===== src/rtl/cs_pkg.sv =====
// Shared widths, field positions and register types of the chip-select decoder.
// Assumes a 32-bit register word that is as wide as the bus address.
package cs_pkg;
    localparam int ADDR_W    = 32;
    localparam int REG_W     = ADDR_W;
    localparam int BLK_LSB   = 12;
    localparam int CMP_W     = ADDR_W - BLK_LSB;
    localparam int TYPE_W    = 3;
    localparam int PS_W      = 2;
    localparam int F_VALID   = 0;
    localparam int F_WP      = 1;
    localparam int F_PS_LO   = 2;
    localparam int F_TYPE_LO = 4;

    typedef enum logic [PS_W-1:0] {
        PS_32  = 2'b00,
        PS_8   = 2'b01,
        PS_16  = 2'b10,
        PS_RSV = 2'b11
    } port_size_e;

    typedef struct packed {
        logic [CMP_W-1:0]  base;
        logic [TYPE_W-1:0] atype;
        port_size_e        ps;
        logic              wp;
        logic              valid;
    } base_reg_t;

    typedef struct packed {
        logic [CMP_W-1:0]  amask;
        logic [TYPE_W-1:0] tmask;
    } opt_reg_t;

    // Lay a base register out as a bus word.
    function automatic logic [REG_W-1:0] base_to_word(base_reg_t b);
        logic [REG_W-1:0] w;
        w = '0;
        w[ADDR_W-1:BLK_LSB]             = b.base;
        w[F_TYPE_LO+TYPE_W-1:F_TYPE_LO] = b.atype;
        w[F_PS_LO+PS_W-1:F_PS_LO]       = b.ps;
        w[F_WP]                         = b.wp;
        w[F_VALID]                      = b.valid;
        return w;
    endfunction

    // Extract a base register from a bus word.
    function automatic base_reg_t word_to_base(logic [REG_W-1:0] w);
        base_reg_t b;
        b.base  = w[ADDR_W-1:BLK_LSB];
        b.atype = w[F_TYPE_LO+TYPE_W-1:F_TYPE_LO];
        b.ps    = port_size_e'(w[F_PS_LO+PS_W-1:F_PS_LO]);
        b.wp    = w[F_WP];
        b.valid = w[F_VALID];
        return b;
    endfunction

    // Lay an option register out as a bus word.
    function automatic logic [REG_W-1:0] opt_to_word(opt_reg_t o);
        logic [REG_W-1:0] w;
        w = '0;
        w[ADDR_W-1:BLK_LSB]             = o.amask;
        w[F_TYPE_LO+TYPE_W-1:F_TYPE_LO] = o.tmask;
        return w;
    endfunction

    // Extract an option register from a bus word.
    function automatic opt_reg_t word_to_opt(logic [REG_W-1:0] w);
        opt_reg_t o;
        o.amask = w[ADDR_W-1:BLK_LSB];
        o.tmask = w[F_TYPE_LO+TYPE_W-1:F_TYPE_LO];
        return o;
    endfunction
endpackage


===== src/rtl/cs_regfile.sv =====
// Bank configuration registers and sticky violation status.
// Assumes a single offset shared by write and read. Read data is combinational.
// Status bits are set by viol_set and cleared by writing ones; a set wins over a clear.
module cs_regfile
    import cs_pkg::*;
#(
    parameter int NUM_BANKS = 4,
    parameter int RA_W      = 4
) (
    input  logic                 clk,
    input  logic                 rst_n,
    input  logic                 wr_en,
    input  logic [RA_W-1:0]      addr,
    input  logic [REG_W-1:0]     wr_data,
    input  logic [NUM_BANKS-1:0] viol_set,
    output base_reg_t            base_q [NUM_BANKS],
    output opt_reg_t             opt_q  [NUM_BANKS],
    output logic [NUM_BANKS-1:0] status_q,
    output logic [REG_W-1:0]     rd_data
);
    localparam logic [RA_W-1:0] STAT_OFS = RA_W'(2 * NUM_BANKS);

    logic [NUM_BANKS-1:0] clr_mask;

    for (genvar i = 0; i < NUM_BANKS; i++) begin : g_bank_regs
        localparam logic [RA_W-1:0] BASE_OFS = RA_W'(2 * i);
        localparam logic [RA_W-1:0] OPT_OFS  = RA_W'(2 * i + 1);

        // Base word of this bank: reset disables the bank.
        always_ff @(posedge clk) begin
            if (!rst_n)
                base_q[i] <= '0;
            else if (wr_en && addr == BASE_OFS)
                base_q[i] <= word_to_base(wr_data);
        end

        // Option word of this bank.
        always_ff @(posedge clk) begin
            if (!rst_n)
                opt_q[i] <= '0;
            else if (wr_en && addr == OPT_OFS)
                opt_q[i] <= word_to_opt(wr_data);
        end
    end

    // Write-one-to-clear mask for the status word.
    always_comb begin
        clr_mask = '0;
        if (wr_en && addr == STAT_OFS)
            clr_mask = wr_data[NUM_BANKS-1:0];
    end

    // Sticky violation flags: a new violation outranks a clear.
    always_ff @(posedge clk) begin
        if (!rst_n)
            status_q <= '0;
        else
            status_q <= (status_q & ~clr_mask) | viol_set;
    end

    // Read mux over all words; unknown offsets read 0.
    always_comb begin
        rd_data = '0;
        for (int i = 0; i < NUM_BANKS; i++) begin
            if (addr == RA_W'(2 * i))
                rd_data = base_to_word(base_q[i]);
            if (addr == RA_W'(2 * i + 1))
                rd_data = opt_to_word(opt_q[i]);
        end
        if (addr == STAT_OFS)
            rd_data = REG_W'(status_q);
    end


    // sticky_set_chk
    sticky_set_chk: assert property (@(posedge clk) disable iff (!rst_n)
        (viol_set != '0) |=> ((status_q & $past(viol_set)) == $past(viol_set)));


    // clear_no_set_chk
    clear_no_set_chk: assert property (@(posedge clk) disable iff (!rst_n)
        (clr_mask != '0 && viol_set == '0) |=> ((status_q & $past(clr_mask)) == '0));
endmodule


===== src/rtl/cs_bank_match.sv =====
// Address and type comparison for one bank.
// Assumes the caller passes only the compared upper address bits.
module cs_bank_match
    import cs_pkg::*;
(
    input  base_reg_t          cfg,
    input  opt_reg_t           opt,
    input  logic [CMP_W-1:0]   addr_hi,
    input  logic [TYPE_W-1:0]  atype,
    output logic               hit
);
    logic addr_ok;
    logic type_ok;

    // Masked comparisons; an all-zero mask accepts anything.
    always_comb begin
        addr_ok = ((addr_hi ^ cfg.base) & opt.amask) == '0;
        type_ok = ((atype ^ cfg.atype) & opt.tmask) == '0;
        hit     = cfg.valid && addr_ok && type_ok;
    end


    // hit_needs_valid_chk
    always_comb begin
        hit_needs_valid_chk: assert (!hit || cfg.valid);
    end
endmodule


===== src/rtl/cs_prio_sel.sv =====
// Fixed-priority picker: the lowest set bit of the match vector wins.
// Assumes NUM_BANKS of at least 2. The index is only meaningful when grant is non-zero.
module cs_prio_sel #(
    parameter int NUM_BANKS = 4,
    parameter int IDX_W     = 2
) (
    input  logic [NUM_BANKS-1:0] match,
    output logic [NUM_BANKS-1:0] grant,
    output logic [IDX_W-1:0]     idx
);
    // Scan from the top so the lowest match is written last.
    always_comb begin
        grant = '0;
        idx   = '0;
        for (int i = NUM_BANKS - 1; i >= 0; i--) begin
            if (match[i]) begin
                grant = '0;
                grant[i] = 1'b1;
                idx = IDX_W'(i);
            end
        end
    end
endmodule


===== src/rtl/cs_decoder.sv =====
// Top of the multi-bank chip-select decoder.
// It matches each request against every bank, keeps the lowest match and blocks
// protected writes. Selects, port size and acknowledge are registered.
// Assumes address, type and direction stay stable while req_i is high.
module cs_decoder
    import cs_pkg::*;
#(
    parameter int NUM_BANKS = 4,
    localparam int RA_W     = $clog2(2 * NUM_BANKS + 1)
) (
    input  logic                 clk,
    input  logic                 rst_n,
    input  logic                 req_i,
    input  logic [ADDR_W-1:0]    addr_i,
    input  logic [TYPE_W-1:0]    atype_i,
    input  logic                 rnw_i,
    input  logic                 reg_wr_i,
    input  logic [RA_W-1:0]      reg_addr_i,
    input  logic [REG_W-1:0]     reg_wdata_i,
    output logic [REG_W-1:0]     reg_rdata_o,
    output logic [NUM_BANKS-1:0] cs_o,
    output logic [PS_W-1:0]      ps_o,
    output logic                 ack_o,
    output logic [NUM_BANKS-1:0] wp_status_o
);
    localparam int IDX_W = $clog2(NUM_BANKS);

    base_reg_t            base_q [NUM_BANKS];
    opt_reg_t             opt_q  [NUM_BANKS];
    logic [NUM_BANKS-1:0] hit_vec;
    logic [NUM_BANKS-1:0] grant;
    logic [NUM_BANKS-1:0] wp_vec;
    logic [NUM_BANKS-1:0] viol_set;
    logic [IDX_W-1:0]     win_idx;
    logic                 any_hit;
    logic                 protect;
    logic                 accept;
    logic                 start;
    logic                 req_q;
    logic [NUM_BANKS-1:0] cs_q;
    logic [PS_W-1:0]      ps_q;
    logic                 ack_q;
    wire                  unused_addr_lsb = ^addr_i[BLK_LSB-1:0];

    cs_regfile #(
        .NUM_BANKS (NUM_BANKS),
        .RA_W      (RA_W)
    ) i_regs (
        .clk      (clk),
        .rst_n    (rst_n),
        .wr_en    (reg_wr_i),
        .addr     (reg_addr_i),
        .wr_data  (reg_wdata_i),
        .viol_set (viol_set),
        .base_q   (base_q),
        .opt_q    (opt_q),
        .status_q (wp_status_o),
        .rd_data  (reg_rdata_o)
    );

    for (genvar i = 0; i < NUM_BANKS; i++) begin : g_match
        cs_bank_match i_match (
            .cfg     (base_q[i]),
            .opt     (opt_q[i]),
            .addr_hi (addr_i[ADDR_W-1:BLK_LSB]),
            .atype   (atype_i),
            .hit     (hit_vec[i])
        );
        assign wp_vec[i] = base_q[i].wp;
    end

    cs_prio_sel #(
        .NUM_BANKS (NUM_BANKS),
        .IDX_W     (IDX_W)
    ) i_prio (
        .match (hit_vec),
        .grant (grant),
        .idx   (win_idx)
    );

    // Decide between serving, refusing and ignoring the request.
    always_comb begin
        any_hit  = |grant;
        protect  = any_hit && base_q[win_idx].wp && !rnw_i;
        accept   = req_i && any_hit && !protect;
        start    = req_i && !req_q;
        viol_set = (start && protect) ? grant : '0;
    end

    // Registered outputs, re-evaluated every cycle the strobe is high.
    always_ff @(posedge clk) begin
        if (!rst_n) begin
            req_q <= 1'b0;
            cs_q  <= '0;
            ps_q  <= '0;
            ack_q <= 1'b0;
        end else begin
            req_q <= req_i;
            cs_q  <= accept ? grant : '0;
            ps_q  <= accept ? base_q[win_idx].ps : '0;
            ack_q <= accept && start;
        end
    end

    assign cs_o  = cs_q;
    assign ps_o  = ps_q;
    assign ack_o = ack_q;


    // cs_onehot_chk
    cs_onehot_chk: assert property (@(posedge clk) disable iff (!rst_n)
        $onehot0(cs_o));


    // lowest_wins_chk
    lowest_wins_chk: assert property (@(posedge clk) disable iff (!rst_n)
        (grant != '0) |-> (((grant - 1'b1) & hit_vec) == '0 && (grant & hit_vec) != '0));


    // cs_needs_req_chk
    cs_needs_req_chk: assert property (@(posedge clk) disable iff (!rst_n)
        (cs_o != '0) |-> $past(req_i));


    // ack_pulse_chk
    ack_pulse_chk: assert property (@(posedge clk) disable iff (!rst_n)
        ack_o |=> !ack_o);


    // ack_with_cs_chk
    ack_with_cs_chk: assert property (@(posedge clk) disable iff (!rst_n)
        ack_o |-> (cs_o != '0));


    // wp_no_cs_chk
    wp_no_cs_chk: assert property (@(posedge clk) disable iff (!rst_n)
        (cs_o != '0 && !$past(rnw_i)) |-> ((cs_o & $past(wp_vec)) == '0));
endmodule


===== config.mk =====
export PLATFORM = sky130hd
export DESIGN_NAME = cs_decoder
export DESIGN_NICKNAME = d
export VERILOG_FILES = /design/src/rtl/cs_pkg.sv /design/src/rtl/cs_regfile.sv /design/src/rtl/cs_bank_match.sv /design/src/rtl/cs_prio_sel.sv /design/src/rtl/cs_decoder.sv
export SDC_FILE = /design/constraint.sdc
export NUM_CORES = 1
export LEC_CHECK = 0
export ABC_CLOCK_PERIOD_IN_PS = 2700
export BUFFER_PORTS_ARGS = -buffer_cell sky130_fd_sc_hd__buf_2
export CAP_MARGIN = 5
export CELL_PAD_IN_SITES_DETAIL_PLACEMENT = 1
export CELL_PAD_IN_SITES_GLOBAL_PLACEMENT = 2
export CORE_MARGIN = 5
export CORE_UTILIZATION = 33
export CTS_CLUSTER_SIZE = 12
export DETAILED_ROUTE_END_ITERATION = 10
export MAX_ROUTING_LAYER = met4
export PLACE_DENSITY_LB_ADDON = 0.1
export SETUP_SLACK_MARGIN = 0.1
export SLEW_MARGIN = 0
export SYNTH_ARGS = -nofsm -noshare
export SYNTH_HDL_FRONTEND = slang
export SYNTH_HIERARCHICAL = 1
export SYNTH_SLANG_ARGS = --single-unit
export TNS_END_PERCENT = 10

===== constraint.sdc =====
create_clock -name clk -period 2.7 [get_ports clk]
set_input_delay 0.405 -clock clk [delete_from_list [all_inputs] [get_ports clk]]
set_output_delay 0.405 -clock clk [all_outputs]
set_load 0.01 [all_outputs]

==> impl_metrics.toml <==
[worst_setup_path]
cp-start-kind = "flip-flop"
max_stage_delay_ns = 0.39
worstPathCellList = "xor2_1, a22o_1, a221oi_2, nand3_1, nor3_4, nor2_2, nor3_2, buf_4, mux2_4, a221oi_4, and3b_1"
path_buf_inv = 1
cp.arrival_ns = 3.34
critPathSlowestCell = "a221oi_4"
worstSetupEndpointType = "flip-flop"
path_class = "flip-flop to flip-flop"
cp_data_required_time_ns = 3.18
worstPathMaxFanout = 7
path_delay_family = "compound AO/OA/AOI/OAI gates"

[floorplan]
dieArea_mm2 = 0.03799
die_x_um = 194.9
num_rows = 67
boundaryPins = 119
core_area_mm2 = 0.03362
die_h_um = 194.9
start_util_pct = 33.56

[final_layout]
final-seq-area_mm2 = 0.004250
area_growth_pct = 21.76
multi_input_area_mm2 = 0.006534
num-nets-final = 1498
fin_cells = 1889
nFillCells = 3920
diodes = 0
fin_util_pct = 40.86
drive_above_1_share_pct = 23.87

[clocking]
htreeDepth = 1
clk_latency_ns = 0.54
cts.clk_slew.worst_paths_ns = 0.06
cts_sinks = 212
clk_path_buf_depth = 3
cts_buffers = 27
root_buffer = "clkbuf_16"
tritoncts = "yes"

[routing]
drt_pass1_iterations = 4
ant_nets = 0
route.vias.total = 9829
routed_wl_um = 44740
wl_per_cell_um = 23.68
vias_per_cell = 5.203
drc = 0
drt_iter0_markers = 506

[timing]
worstMarginPinSlew_ns = 0.7578
hold_viol_final = 0
final-setup-viol-count = 11
post-route-period-util_pct = 106.0
fin_tns_setup_ns = -1.450
relSlewSlack_pct = 49.48
skew_ns = 0.009335
max_freq_ghz = 0.3496
fin_crit_ns = 2.861
setup_slack_ns = -0.1608
maxSlewViolCount = 0
whs_ns = 0.1649
rsz0062_at_grt = "yes"

[global_route]
antenna_found_initial = 0
grt_max_degree = 83
grt_pass1_vias = 10230
grt_remaining_overflow = 0
grt_util_all_layers_pct = 23.58
grt_pass1_wl_um = 67310

[synthesis]
synth_area_leaders = "dfxtp_1 38%, nand2_1 14%, a21boi_0 12%"
yosys-top-cells-count = "412 x nand2_1, 212 x dfxtp_1, 175 x a21boi_0"
synthArstFlopShare_pct = 0
synth_edf_count = 0
ys_seq_area_share_pct = 37.62
syn_inst = 1284
syn_area_per_cell_um2 = 8.787
yosys_warnings = 6
synthesis.area_mm2 = 0.01128
ys_ff_latch = 212
yosysTopAreaCell = "dfxtp_1"
synth_top_area_share_pct = 37.62
post-synth-top-count-cell = "nand2_1"
ys_types = 54
synth-main-ff-cell = "dfxtp_1"

[hold_path]
hp-class = "input port to flip-flop"

[placement]
dp_hpwl_um = 31110
place_congestion = 0.8255
dp_cells = 1837
port_buffers = 96

[status]
status = "complete, but fails checks"
violations = "setup timing"

[power_and_ir_drop]
power_mw = 7.639
pwr_density_cell_mw_per_mm2 = 556.1
ir_drop_uv = 550.8
cellLeakagePower_nw = 5.292

[job]
maxCapViolCount = 0
[flip-flops by register name, summed over array words and instances (netlist names)]
name,cells
cs_o,4
i_regs/opt_q,92
ps_o,2
i_regs/status_q,4
ack_o,1
req_q,1
i_regs/base_q,108
[layer usage]
metal	vias to the layer above	GRT usage, %	part of all wire [%]
li1	4638	-	-
met1	4949	33.68	49
met2	194	36.79	46
met3	48	2.476	3.4
met4	0	4.241	1.8
met5	-	-	0
[timing repair]
item                       4_1_cts  5_1_grt
buffers inserted                 4        1
hold buffers                     0        0
setup endpoints to repair       11       12
gates resized for setup         12        6
pin swaps                       13        8
[worst reg2reg max path, cell delays in order, from the launching register on]
cell      delay, ns
dfxtp_2        0.32
xor2_1         0.15
a22o_1         0.27
a221oi_2       0.26
nand3_1        0.17
nor3_4         0.28
nor2_2         0.07
nor3_2         0.17
buf_4          0.16
mux2_4         0.33
a221oi_4       0.39
and3b_1        0.22
[through the flow]
| step | cell area [µm²] | setup WS (ns) |
|---|---|---|
| 2_1_floorplan | 11310 | 0.1203 |
| 3_3_place_gp | 12740 | -0.3908 |
| 3_5_place_dp | 12740 | -0.4764 |
| 4_1_cts | 13710 | -0.1035 |
| 5_1_grt | 13740 | -0.2986 |
| 6_report | 13740 | -0.1608 |
[final cells by class]
| class | count | area share (%) |
|---|---|---|
| flip-flops and latches | 212 | 30.94 |
| repair buffers | 214 | 10.76 |
| inverters | 4 | 0.1093 |
| well taps | 448 | 4.081 |
| multi-input cells | 963 | 47.56 |
| clock inverters | 7 | 1.029 |
| clock buffers | 41 | 5.520 |
[kinds of logic after synthesis]
group | after synthesis | synth area share, %
flops | 212 | 37.62
xor+xnor | 92 | 7.142
mux | 69 | 10.81
other cells | 1 | 0.03324
compound gates | 286 | 19.95
simple gates | 511 | 18.99
buf+inv | 113 | 5.456
[power by group]
group          switching, mW  internal [mW]
logic                  0.428          0.264
clock network           1.44           2.31
registers             0.0348           3.17
total                   1.90           5.74
[final timing paths]
check,start,endpoint,slack (ns),cells past startpoint
worst max-delay path,i_regs/base_q[21],ack_o,-0.16,11
worst min-delay path,req_i,req_q,0.16,3
worst min register to register,i_regs/opt_q[25],i_regs/opt_q[25],0.48,2
worst max register to register,i_regs/base_q[21],ack_o,-0.16,11
[layout by cell type (no fill, tap or decap), types with 13 or more instances in the layout]
master / count
buf_4: 112
dfxtp_1: 207
clkbuf_16: 27
a21boi_0: 175
a22o_1: 13
xor2_1: 92
buf_2: 93
nand2_1: 412
mux4_2: 38
nor2_1: 31
mux2i_1: 18
a21boi_1: 29
a22oi_1: 30
(Power assumes the default switching activity.)
